==> src/rtl/isel_pkg.sv <==
package isel_pkg;

  // True when a is older than b under modulo-2^w ordering.
  function automatic logic seq_older(input logic [31:0] a, input logic [31:0] b,
                                     input int unsigned w);
    logic [31:0] d;
    d = a - b;
    return ((d >> (w - 1)) & 32'd1) == 32'd1;
  endfunction

endpackage

==> src/rtl/isel_pool.sv <==
module isel_pool #(
  parameter int DEPTH = 4,
  parameter int SEQ_W = 8,
  parameter int TAG_W = 8
) (
  input  logic             clk,
  input  logic             rst_n,
  input  logic             push,
  input  logic [SEQ_W-1:0] push_seq,
  input  logic [TAG_W-1:0] push_tag,
  input  logic             pop,
  input  logic             squash,
  input  logic [SEQ_W-1:0] squash_seq,
  output logic             full,
  output logic             nonempty,
  output logic [SEQ_W-1:0] head_seq,
  output logic [TAG_W-1:0] head_tag
);
  import isel_pkg::*;

  localparam int IDX_W = (DEPTH > 1) ? $clog2(DEPTH) : 1;

  logic [DEPTH-1:0] vld_q;
  logic [SEQ_W-1:0] seq_q [DEPTH];
  logic [TAG_W-1:0] tag_q [DEPTH];
  logic [IDX_W-1:0] free_idx, head_idx;

  assign full     = &vld_q;
  assign nonempty = |vld_q;

  // lowest empty slot takes the next insert
  always_comb begin
    free_idx = '0;
    for (int i = DEPTH - 1; i >= 0; i--) begin
      if (!vld_q[i]) free_idx = IDX_W'(i);
    end
  end

  // oldest valid entry is the head
  always_comb begin
    logic found;
    found    = 1'b0;
    head_idx = '0;
    head_seq = '0;
    head_tag = '0;
    for (int i = 0; i < DEPTH; i++) begin
      if (vld_q[i] && (!found || seq_older(32'(seq_q[i]), 32'(head_seq), SEQ_W))) begin
        found    = 1'b1;
        head_idx = IDX_W'(i);
        head_seq = seq_q[i];
        head_tag = tag_q[i];
      end
    end
  end

  always_ff @(posedge clk) begin
    if (!rst_n) begin
      vld_q <= '0;
    end else begin
      for (int i = 0; i < DEPTH; i++) begin
        if (squash && vld_q[i] && seq_older(32'(squash_seq), 32'(seq_q[i]), SEQ_W))
          vld_q[i] <= 1'b0;
      end
      if (pop)  vld_q[head_idx] <= 1'b0;
      if (push) vld_q[free_idx] <= 1'b1;
    end
  end

  always_ff @(posedge clk) begin
    if (push) begin
      seq_q[free_idx] <= push_seq;
      tag_q[free_idx] <= push_tag;
    end
  end

  AST_POOL_PUSH_GROWS: assert property (@(posedge clk) disable iff (!rst_n)
    (push && !pop && !squash) |=> $countones(vld_q) == $past($countones(vld_q)) + 1);

  AST_POOL_POP_SHRINKS: assert property (@(posedge clk) disable iff (!rst_n)
    (pop && !push && !squash) |=> $countones(vld_q) == $past($countones(vld_q)) - 1);

  for (genvar g = 0; g < DEPTH; g++) begin : g_purge
    AST_SQUASH_PURGE: assert property (@(posedge clk) disable iff (!rst_n)
      squash |=> !(vld_q[g] && seq_older(32'(seq_q[g]), 32'($past(squash_seq)), SEQ_W) == 1'b0
                   && seq_q[g] != $past(squash_seq)));
  end

endmodule

==> src/rtl/isel_arbiter.sv <==
module isel_arbiter #(
  parameter int NUM_CLASS = 3,
  parameter int ISSUE_W   = 2,
  parameter int SEQ_W     = 8,
  parameter int CLS_W     = 2
) (
  input  logic                       clk,
  input  logic                       rst_n,
  input  logic [NUM_CLASS-1:0]       elig,
  input  logic [NUM_CLASS*SEQ_W-1:0] head_seq,
  output logic [NUM_CLASS-1:0]       grant,
  output logic [ISSUE_W-1:0]         slot_vld,
  output logic [ISSUE_W*CLS_W-1:0]   slot_cls
);
  import isel_pkg::*;

  localparam int RANK_W = $clog2(NUM_CLASS + 1);

  logic [RANK_W-1:0] rank [NUM_CLASS];

  // rank = number of eligible heads that beat this one on age
  always_comb begin
    for (int c = 0; c < NUM_CLASS; c++) begin
      rank[c] = '0;
      for (int d = 0; d < NUM_CLASS; d++) begin
        if (d != c && elig[d]) begin
          if (seq_older(32'(head_seq[d*SEQ_W +: SEQ_W]), 32'(head_seq[c*SEQ_W +: SEQ_W]), SEQ_W) ||
              (head_seq[d*SEQ_W +: SEQ_W] == head_seq[c*SEQ_W +: SEQ_W] && d < c))
            rank[c] = rank[c] + RANK_W'(1);
        end
      end
    end
  end

  always_comb begin
    slot_vld = '0;
    slot_cls = '0;
    for (int c = 0; c < NUM_CLASS; c++) begin
      grant[c] = elig[c] && (32'(rank[c]) < ISSUE_W);
      for (int s = 0; s < ISSUE_W; s++) begin
        if (grant[c] && 32'(rank[c]) == s) begin
          slot_vld[s] = 1'b1;
          slot_cls[s*CLS_W +: CLS_W] = CLS_W'(c);
        end
      end
    end
  end

  AST_WIDTH_LIMIT: assert property (@(posedge clk) disable iff (!rst_n)
    $countones(grant) <= ISSUE_W);

  AST_GRANT_ELIGIBLE: assert property (@(posedge clk) disable iff (!rst_n)
    (grant & ~elig) == '0);

endmodule

==> src/rtl/isel_busy_ctr.sv <==
module isel_busy_ctr #(
  parameter int CNT_W = 8
) (
  input  logic             clk,
  input  logic             rst_n,
  input  logic             inc,
  output logic [CNT_W-1:0] count
);
  localparam logic [CNT_W-1:0] TOP = '1;

  always_ff @(posedge clk) begin
    if (!rst_n)                    count <= '0;
    else if (inc && count != TOP)  count <= count + CNT_W'(1);
  end

  AST_CNT_STEP: assert property (@(posedge clk) disable iff (!rst_n)
    (inc && count != TOP) |=> count == $past(count) + CNT_W'(1));

  AST_CNT_HOLD: assert property (@(posedge clk) disable iff (!rst_n)
    (!inc || count == TOP) |=> $stable(count));

endmodule

==> src/rtl/issue_select.sv <==
module issue_select #(
  parameter int NUM_CLASS  = 3,
  parameter int POOL_DEPTH = 4,
  parameter int ISSUE_W    = 2,
  parameter int SEQ_W      = 8,
  parameter int TAG_W      = 8,
  parameter int CNT_W      = 8,
  localparam int CLS_W     = (NUM_CLASS > 1) ? $clog2(NUM_CLASS) : 1
) (
  input  logic                       clk,
  input  logic                       rst_n,
  input  logic [NUM_CLASS-1:0]       ins_valid,
  output logic [NUM_CLASS-1:0]       ins_ready,
  input  logic [NUM_CLASS*SEQ_W-1:0] ins_seq,
  input  logic [NUM_CLASS*TAG_W-1:0] ins_tag,
  input  logic [NUM_CLASS-1:0]       unit_busy,
  input  logic                       squash_valid,
  input  logic [SEQ_W-1:0]           squash_seq,
  output logic [ISSUE_W-1:0]         iss_valid,
  output logic [ISSUE_W*TAG_W-1:0]   iss_tag,
  output logic [ISSUE_W*CLS_W-1:0]   iss_class,
  output logic [NUM_CLASS*CNT_W-1:0] busy_count
);

  logic [NUM_CLASS-1:0]       full, nonempty, elig, grant, push, skip;
  logic [NUM_CLASS*SEQ_W-1:0] head_seq;
  logic [NUM_CLASS*TAG_W-1:0] head_tag;
  logic [ISSUE_W-1:0]         slot_vld;
  logic [ISSUE_W*CLS_W-1:0]   slot_cls;
  logic [ISSUE_W*TAG_W-1:0]   slot_tag;

  assign ins_ready = ~full & {NUM_CLASS{~squash_valid}};
  assign push      = ins_valid & ins_ready;
  assign elig      = nonempty & ~unit_busy & {NUM_CLASS{~squash_valid}};
  assign skip      = nonempty & unit_busy & {NUM_CLASS{~squash_valid}};

  for (genvar c = 0; c < NUM_CLASS; c++) begin : g_class
    isel_pool #(.DEPTH(POOL_DEPTH), .SEQ_W(SEQ_W), .TAG_W(TAG_W)) u_pool (
      .clk        (clk),
      .rst_n      (rst_n),
      .push       (push[c]),
      .push_seq   (ins_seq[c*SEQ_W +: SEQ_W]),
      .push_tag   (ins_tag[c*TAG_W +: TAG_W]),
      .pop        (grant[c]),
      .squash     (squash_valid),
      .squash_seq (squash_seq),
      .full       (full[c]),
      .nonempty   (nonempty[c]),
      .head_seq   (head_seq[c*SEQ_W +: SEQ_W]),
      .head_tag   (head_tag[c*TAG_W +: TAG_W])
    );

    isel_busy_ctr #(.CNT_W(CNT_W)) u_busy (
      .clk   (clk),
      .rst_n (rst_n),
      .inc   (skip[c]),
      .count (busy_count[c*CNT_W +: CNT_W])
    );
  end

  isel_arbiter #(
    .NUM_CLASS (NUM_CLASS),
    .ISSUE_W   (ISSUE_W),
    .SEQ_W     (SEQ_W),
    .CLS_W     (CLS_W)
  ) u_arb (
    .clk      (clk),
    .rst_n    (rst_n),
    .elig     (elig),
    .head_seq (head_seq),
    .grant    (grant),
    .slot_vld (slot_vld),
    .slot_cls (slot_cls)
  );

  // route the winning head tag into each slot
  always_comb begin
    slot_tag = '0;
    for (int s = 0; s < ISSUE_W; s++) begin
      for (int c = 0; c < NUM_CLASS; c++) begin
        if (slot_vld[s] && slot_cls[s*CLS_W +: CLS_W] == CLS_W'(c))
          slot_tag[s*TAG_W +: TAG_W] = head_tag[c*TAG_W +: TAG_W];
      end
    end
  end

  always_ff @(posedge clk) begin
    if (!rst_n) begin
      iss_valid <= '0;
      iss_tag   <= '0;
      iss_class <= '0;
    end else begin
      iss_valid <= slot_vld;
      iss_tag   <= slot_tag;
      iss_class <= slot_cls;
    end
  end

  AST_SQUASH_NO_ISSUE: assert property (@(posedge clk) disable iff (!rst_n)
    squash_valid |=> iss_valid == '0);

  for (genvar s = 0; s < ISSUE_W; s++) begin : g_slot_chk
    AST_BUSY_GATE: assert property (@(posedge clk) disable iff (!rst_n)
      iss_valid[s] |-> ((($past(unit_busy) >> iss_class[s*CLS_W +: CLS_W]) & NUM_CLASS'(1)) == '0));
    if (s > 0) begin : g_pack
      AST_SLOT_PACKED: assert property (@(posedge clk) disable iff (!rst_n)
        iss_valid[s] |-> iss_valid[s-1]);
    end
  end

endmodule

==> config.mk <==
export PLATFORM = sky130hd
export DESIGN_NAME = issue_select
export DESIGN_NICKNAME = d
export VERILOG_FILES = /design/src/rtl/isel_pkg.sv /design/src/rtl/isel_pool.sv /design/src/rtl/isel_arbiter.sv /design/src/rtl/isel_busy_ctr.sv /design/src/rtl/issue_select.sv
export SDC_FILE = /design/constraint.sdc
export NUM_CORES = 1
export LEC_CHECK = 0
export CAP_MARGIN = 25
export CORE_ASPECT_RATIO = 1.4
export CORE_MARGIN = 10
export CORE_UTILIZATION = 45
export CTS_BUF_LIST = sky130_fd_sc_hd__clkbuf_16
export DETAILED_ROUTE_END_ITERATION = 6
export MAX_ROUTING_LAYER = met4
export PLACE_DENSITY = 0.7
export SKIP_LAST_GASP = 1
export SLEW_MARGIN = 20
export SYNTH_ARGS = -nofsm -noshare
export SYNTH_HDL_FRONTEND = slang
export SYNTH_SLANG_ARGS = --single-unit
==> constraint.sdc <==
create_clock -name clk -period 20.4 [get_ports clk]
set_clock_uncertainty 0.2 [all_clocks]
set_input_delay 6.12 -clock clk [delete_from_list [all_inputs] [get_ports clk]]
set_output_delay 6.12 -clock clk [all_outputs]
set_load 0.05 [all_outputs]
# Word level (Yosys, flattened, before mapping)
# Memories as Yosys holds them, arrays and structs flattened.
# Index checks and enable logic that the tools add are counted.
[totals]
ramBits = 192
n_memories = 6
output_inout_bits = 49
ff_bits = 58
[op_classes]
muxes = 133
bitwise = 18
reduce_logical = 89
add_sub_neg = 33
n_eq_ne = 13
n_lt_le_gt_ge = 15
[mem_list]
columns = ["name", "depth", "word_bits", "read_ports", "rd_clocked_by_memory_dff", "wr", "line_no", "text"]
rows = [
  ["g_class[0].u_pool.seq_q", 4, 8, 4, 0, 1, "isel_pool.sv:24", "logic [SEQ_W-1:0] seq_q [DEPTH];"],
  ["g_class[0].u_pool.tag_q", 4, 8, 4, 0, 1, "isel_pool.sv:25", "logic [TAG_W-1:0] tag_q [DEPTH];"],
  ["g_class[1].u_pool.seq_q", 4, 8, 4, 0, 1, "isel_pool.sv:24", ""],
  ["g_class[1].u_pool.tag_q", 4, 8, 4, 0, 1, "isel_pool.sv:25", ""],
  ["g_class[2].u_pool.seq_q", 4, 8, 4, 0, 1, "isel_pool.sv:24", ""],
  ["g_class[2].u_pool.tag_q", 4, 8, 4, 0, 1, "isel_pool.sv:25", ""],
]
[ops]
columns = ["cell", "n"]
rows = [
  ["8-bit two-way mux", 30],
  ["8-bit subtractor", 27],
  ["1-bit two-way mux", 62],
  ["1-bit logical AND", 57],
  ["2-bit two-way mux", 26],
  ["4-bit two-way mux", 9],
  ["8-bit by 1-bit adder with 8-bit output (second input constant)", 3],
  ["8-bit == test", 3],
  ["8-bit inequality test (second input constant)", 3],
  ["3-bit bitwise AND", 6],
  ["2-bit by 3-bit less-than comparator with 1-bit output (second input constant)", 6],
  ["4-bit bitwise AND", 3],
  ["1-bit demux with 2-bit select", 6],
  ["2-bit by 1-bit >= comparator with 1-bit output (second input constant)", 6],
  ["1-bit logical OR", 12],
  ["4-bit inverter", 3],
  ["4-bit bitwise OR", 3],
  ["4-bit AND reduction", 3],
  ["4-bit OR reduction", 3],
  ["2-bit by 1-bit == test with 1-bit output (second input constant)", 5],
  ["2-bit logical NOT", 5],
  ["1-bit logical NOT", 9],
  ["2-bit by 1-bit adder with 2-bit output (second input constant)", 3],
  ["2-bit less-than comparator (second input constant)", 3],
  ["other kinds (3)", 5],
]

# Longest topological paths before layout
# An unclocked memory read counts as a cell.
[logic_depth]
depth_word = 31
depth_mapped = 56
ltp_nobuf = 47

# Cells and area by module
# Synthesis repeated with hierarchy kept, for this count alone.
[unflattened]
cells_unflattened = 1575
area_unflattened_um2 = 16166.8
[by_module_without_submodules]
columns = ["module", "cells_each", "instances", "seq_area_each_um2", "area_each_um2"]
rows = [
  ["isel_pool (g_class[0].u_pool ...)", 391, 2, 2001.9, 4240.3],
  ["isel_pool (g_class[1].u_pool)", 388, 1, 2001.9, 4234.1],
  ["isel_arbiter", 163, 1, 0.0, 1243.7],
  ["isel_busy_ctr", 47, 3, 160.2, 404.1],
  ["issue_select", 101, 1, 440.4, 996.0],
]

# Worst setup path before layout
# Ideal clock, no wire load.
[synth_timing]
path_kind = "input-to-output"
startpoint = "input port squash_valid"
endpoint = "output port ins_ready[0]"
cell_stages = 4
t_required_ns = 14.080
arrival_time_ns = 7.518
setup_slack_ns = 6.562
n_path_buf = 3
path_cell_list = "clkbuf_1 > clkbuf_1 > clkbuf_1 > a41oi_1"
[synth_between]
elab_chain_len = 2
[synth_rtl]
columns = ["item", "line_no", "text"]
rows = [
  ["from (decl)", "issue_select.sv:17", "input logic squash_valid,"],
  ["1-bit inverter", "issue_select.sv:32", "assign ins_ready = ~full & {NUM_CLASS{~squash_valid}};"],
  ["3-bit bitwise AND", "issue_select.sv:32", ""],
  ["to (decl)", "issue_select.sv:13", "output logic [NUM_CLASS-1:0] ins_ready,"],
]
# Every way passes these cells.

# Worst setup path after layout
[layout_timing]
startpoint = "input port squash_valid"
endpoint = "output port ins_ready[2]"
# The elaborated chain is that of the path after synthesis.

==> results.md <==
- Met3 wire len: 1990 um
- Fmax: 70.0 MHz
- Worst slew pin tran: 1060 ps
- Routed vias: 12000
- Clock slew at reported path FFs: 70 ps
- Crit Path Max Fanout: 26
- Worst path cell trace: clkdlybuf4s50_1 > buf_4 > a41oi_1 > clkdlybuf4s50_1
- Post-synth EDFFs: 192
- Io pins: 114
- Die Span Y: 240 um
- Async S/R FF share, synth: 0
- Die extent in x: 177 um
- Layout net count: 1906
- Port Buffer Count: 113
- WL met2: 20900 um
- FP Rows: 80
- Global Route Usage Sum: 0.200
- Layout cells sized above 1: 0.0752
- Ant. Diodes: 0
- Startpoint types: primary input
- Commonest register cell after synthesis: edfxtp_1
- Cell area after layout: 0.0181 sq mm
- Synth cell types: 80
- RSZ-0062 raised after global routing: no
- Hold Path Origin: g_class[0].u_busy.count[6]
- P&R area growth vs syn: 16.6%
- Worst VDD drop: 0.0697 mV
- Routed len/inst: 19.4 um
- Setup-failing EPs final: 0
- Largest net degree at the start of global routing: 56
- Top post-synthesis cells by area: edfxtp_1 37%, ha_1 14%, dfxtp_1 7.5%, a21oi_1 3.5%, inv_1 3.5%
- Rel. slew slack: 0.293
- Fin crit share: 0.700
- Root Buffer: clkbuf_16
- Final WL: 41500 um
- CP Data Arrival Time: 7970 ps
- First-pass GRT wire length: 65800 um
- Final Util: 0.531
- DRT iter0 DRCs: 789
- Hold_buf cts: 0
- DR vias/cell: 5.61
- Endpoint class of the critical path: output port
- Vias in the first global route: 12000
- Critical path's largest stage delay: 880 ps
- Slew Viols, Final: 0
- Dominant cell type by area after synthesis: edfxtp_1
- Worst path slowest cell: clkdlybuf4s50_1
- CTS tree: built
- Clock sink total: 250
- Setup_tns: 0 ps
- Post-Syn Instances: 1563
- Max-Cap Viols: 0
- GPL Wtd Cong: 0.916
- Syn Area/Cell: 9.94 sq um
- Routed Antenna Nets: 0
- Syn. warnings: 0
- Reg-to-reg critical path startpoint: g_class[1].u_pool.vld_q[0]
- Crit path required time: 14080 ps
- Synth top area share: 0.371
- Power density over the cells: 66.4 mW/mm^2
- Highest routed layer: met4
- Status: finished clean
- Setup Buffers After CTS: 0
- TritonCTS Buffers: 26
- Register area share after synthesis: 0.446
- Number of remaining DRC errors: 0
- Cells on worst reg2reg path: 48
- Post-CTS resize count: 0
- Initial Util: 0.455
- Leakage dissipation: 7.07 nW
- HP Class: register to register
- Worst skew pair latency: 560 ps
- Fin crit period: 14290 ps
- TritonRoute pass-1 iters: 5
- Yosys reg bits: 250
- Initial antenna violation count: 0
- HPWL Detailed: 30600 um
- Placed Instance Area: 0.0173 sq mm
- Max Root-Sink Buffers: 3
- Fin. Hold Viols: 0
- DRT met1 WL: 17200 um
- Core region area: 0.0341 sq mm
- Die area: 0.0425 sq mm
- Synthesized cell area: 0.0155 sq mm
- Most used cell, CP: clkdlybuf4s50_1
- Syn nets: 1800
- Worst setup path startpoint: squash_valid
- GRT Residual Overflow: 0
- WS Path Type: primary input to output port
- H-tree depth: 1
- Hold path cells: 1
==> logic make-up after synthesis <==
logic type / synth area share
flops: 0.446
buf+inv: 0.0492
xor+xnor: 0.0355
compound gates: 0.161
mux: 0.0258
simple gates: 0.143
fa+ha+maj: 0.140
==> worst max-delay path, delay by kind of cell <==
| family | cells | cell delay [ps] |
|---|---|---|
| AOI/OAI and AO/OA | 1 | 310 |
| buffers and inverters | 3 | 1530 |
==> state kept, by name, indices dropped and copies added, names as in the netlist <==
| register | cells |
|---|---|
| g_class.u_pool.seq_q | 96 |
| g_class.u_pool.tag_q | 96 |
| g_class.u_busy.count | 24 |
| iss_tag | 16 |
| g_class.u_pool.vld_q | 12 |
| iss_class | 4 |
| iss_valid | 2 |
==> synth_stat cells, types with 12 or more instances <==
| cell type | n |
|---|---|
| edfxtp_1 | 192 |
| nand2_1 | 141 |
| nand3_1 | 30 |
| nor2_1 | 120 |
| or3_1 | 18 |
| xnor2_1 | 45 |
| mux2_2 | 12 |
| nand4_1 | 20 |
| mux2i_1 | 25 |
| nor2b_1 | 21 |
| clkbuf_1 | 47 |
| dfxtp_1 | 58 |
| a21oi_1 | 108 |
| a31oi_1 | 26 |
| ha_1 | 172 |
| o21ai_0 | 84 |
| a21o_1 | 37 |
| xor2_1 | 18 |
| nor3_1 | 17 |
| inv_1 | 143 |
| nand2b_1 | 41 |
| a211oi_1 | 12 |
| o21a_1 | 13 |
==> final timing paths <==
check / end / slack, ps
worst min-delay path: g_class[0].u_busy.count[6] / 310
worst max-delay path: ins_ready[2] / 6110
worst max register to register: iss_tag[1] / 8430
worst min register to register: g_class[0].u_busy.count[6] / 310
==> final cells by class <==
| cell class | count | area (sq um) |
|---|---|---|
| Fill cell | 3005 | 16000 |
| Multi-Input combinational cell | 1113 | 7950 |
| Sequential cell | 250 | 6930 |
| Timing Repair Buffer | 134 | 1290 |
| Clock buffer | 26 | 651 |
| Tap cell | 451 | 564 |
| Inverter | 144 | 541 |
| Clock inverter | 22 | 196 |
==> cell usage in the layout (no fill, tap or decap), drive strengths merged, types with 8 or more instances in the layout <==
master / netlist / final
a211oi: 14 / 14
nor3b: 8 / 8
a21oi: 108 / 108
o21ai: 93 / 93
o21ba: 8 / 8
buf: 9 / 21
edfxtp: 192 / 192
inv: 144 / 155
nand2b: 41 / 41
or3: 18 / 18
clkbuf: 47 / 26
o211ai: 11 / 11
nor3: 18 / 18
xor2: 18 / 18
dfxtp: 58 / 58
nand4: 20 / 20
o21a: 13 / 13
o221ai: 8 / 8
a221oi: 9 / 9
and3: 8 / 8
mux2i: 25 / 25
mux2: 13 / 13
clkdlybuf4s50: 0 / 113
ha: 172 / 172
a31oi: 26 / 26
nor2b: 21 / 21
a21o: 37 / 37
xnor2: 45 / 45
nor2: 120 / 120
nand2: 141 / 141
nand3: 30 / 30
==> report_power, final <==
group / switching, mW / leakage (nW) / internal, mW
clock network: 0.211 / 0.425 / 0.263
logic: 0.102 / 4.43 / 0.0660
registers: 0.00486 / 2.21 / 0.556
==> stage by stage <==
step | instances | hold slack, ps | total power, mW | setup WS [ps]
2_1_floorplan | 1563 | 326 | 0.677 | 6560
3_3_place_gp | 2091 | 284 | 0.734 | 6100
3_5_place_dp | 2091 | 299 | 0.739 | 6140
4_1_cts | 2139 | 313 | 1.21 | 6120
5_1_grt | 2140 | 341 | 1.25 | 6060
6_report | 2140 | 312 | 1.20 | 6110
==> per-layer routing <==
| layer | GRT usage | up-vias |
|---|---|---|
| li1 | - | 5835 |
| met1 | 0.232 | 5762 |
| met2 | 0.345 | 336 |
| met3 | 0.0257 | 82 |
| met4 | 0.0774 | 0 |
| met5 | - | - |
No activity file was read; power rests on OpenSTA's default activity.
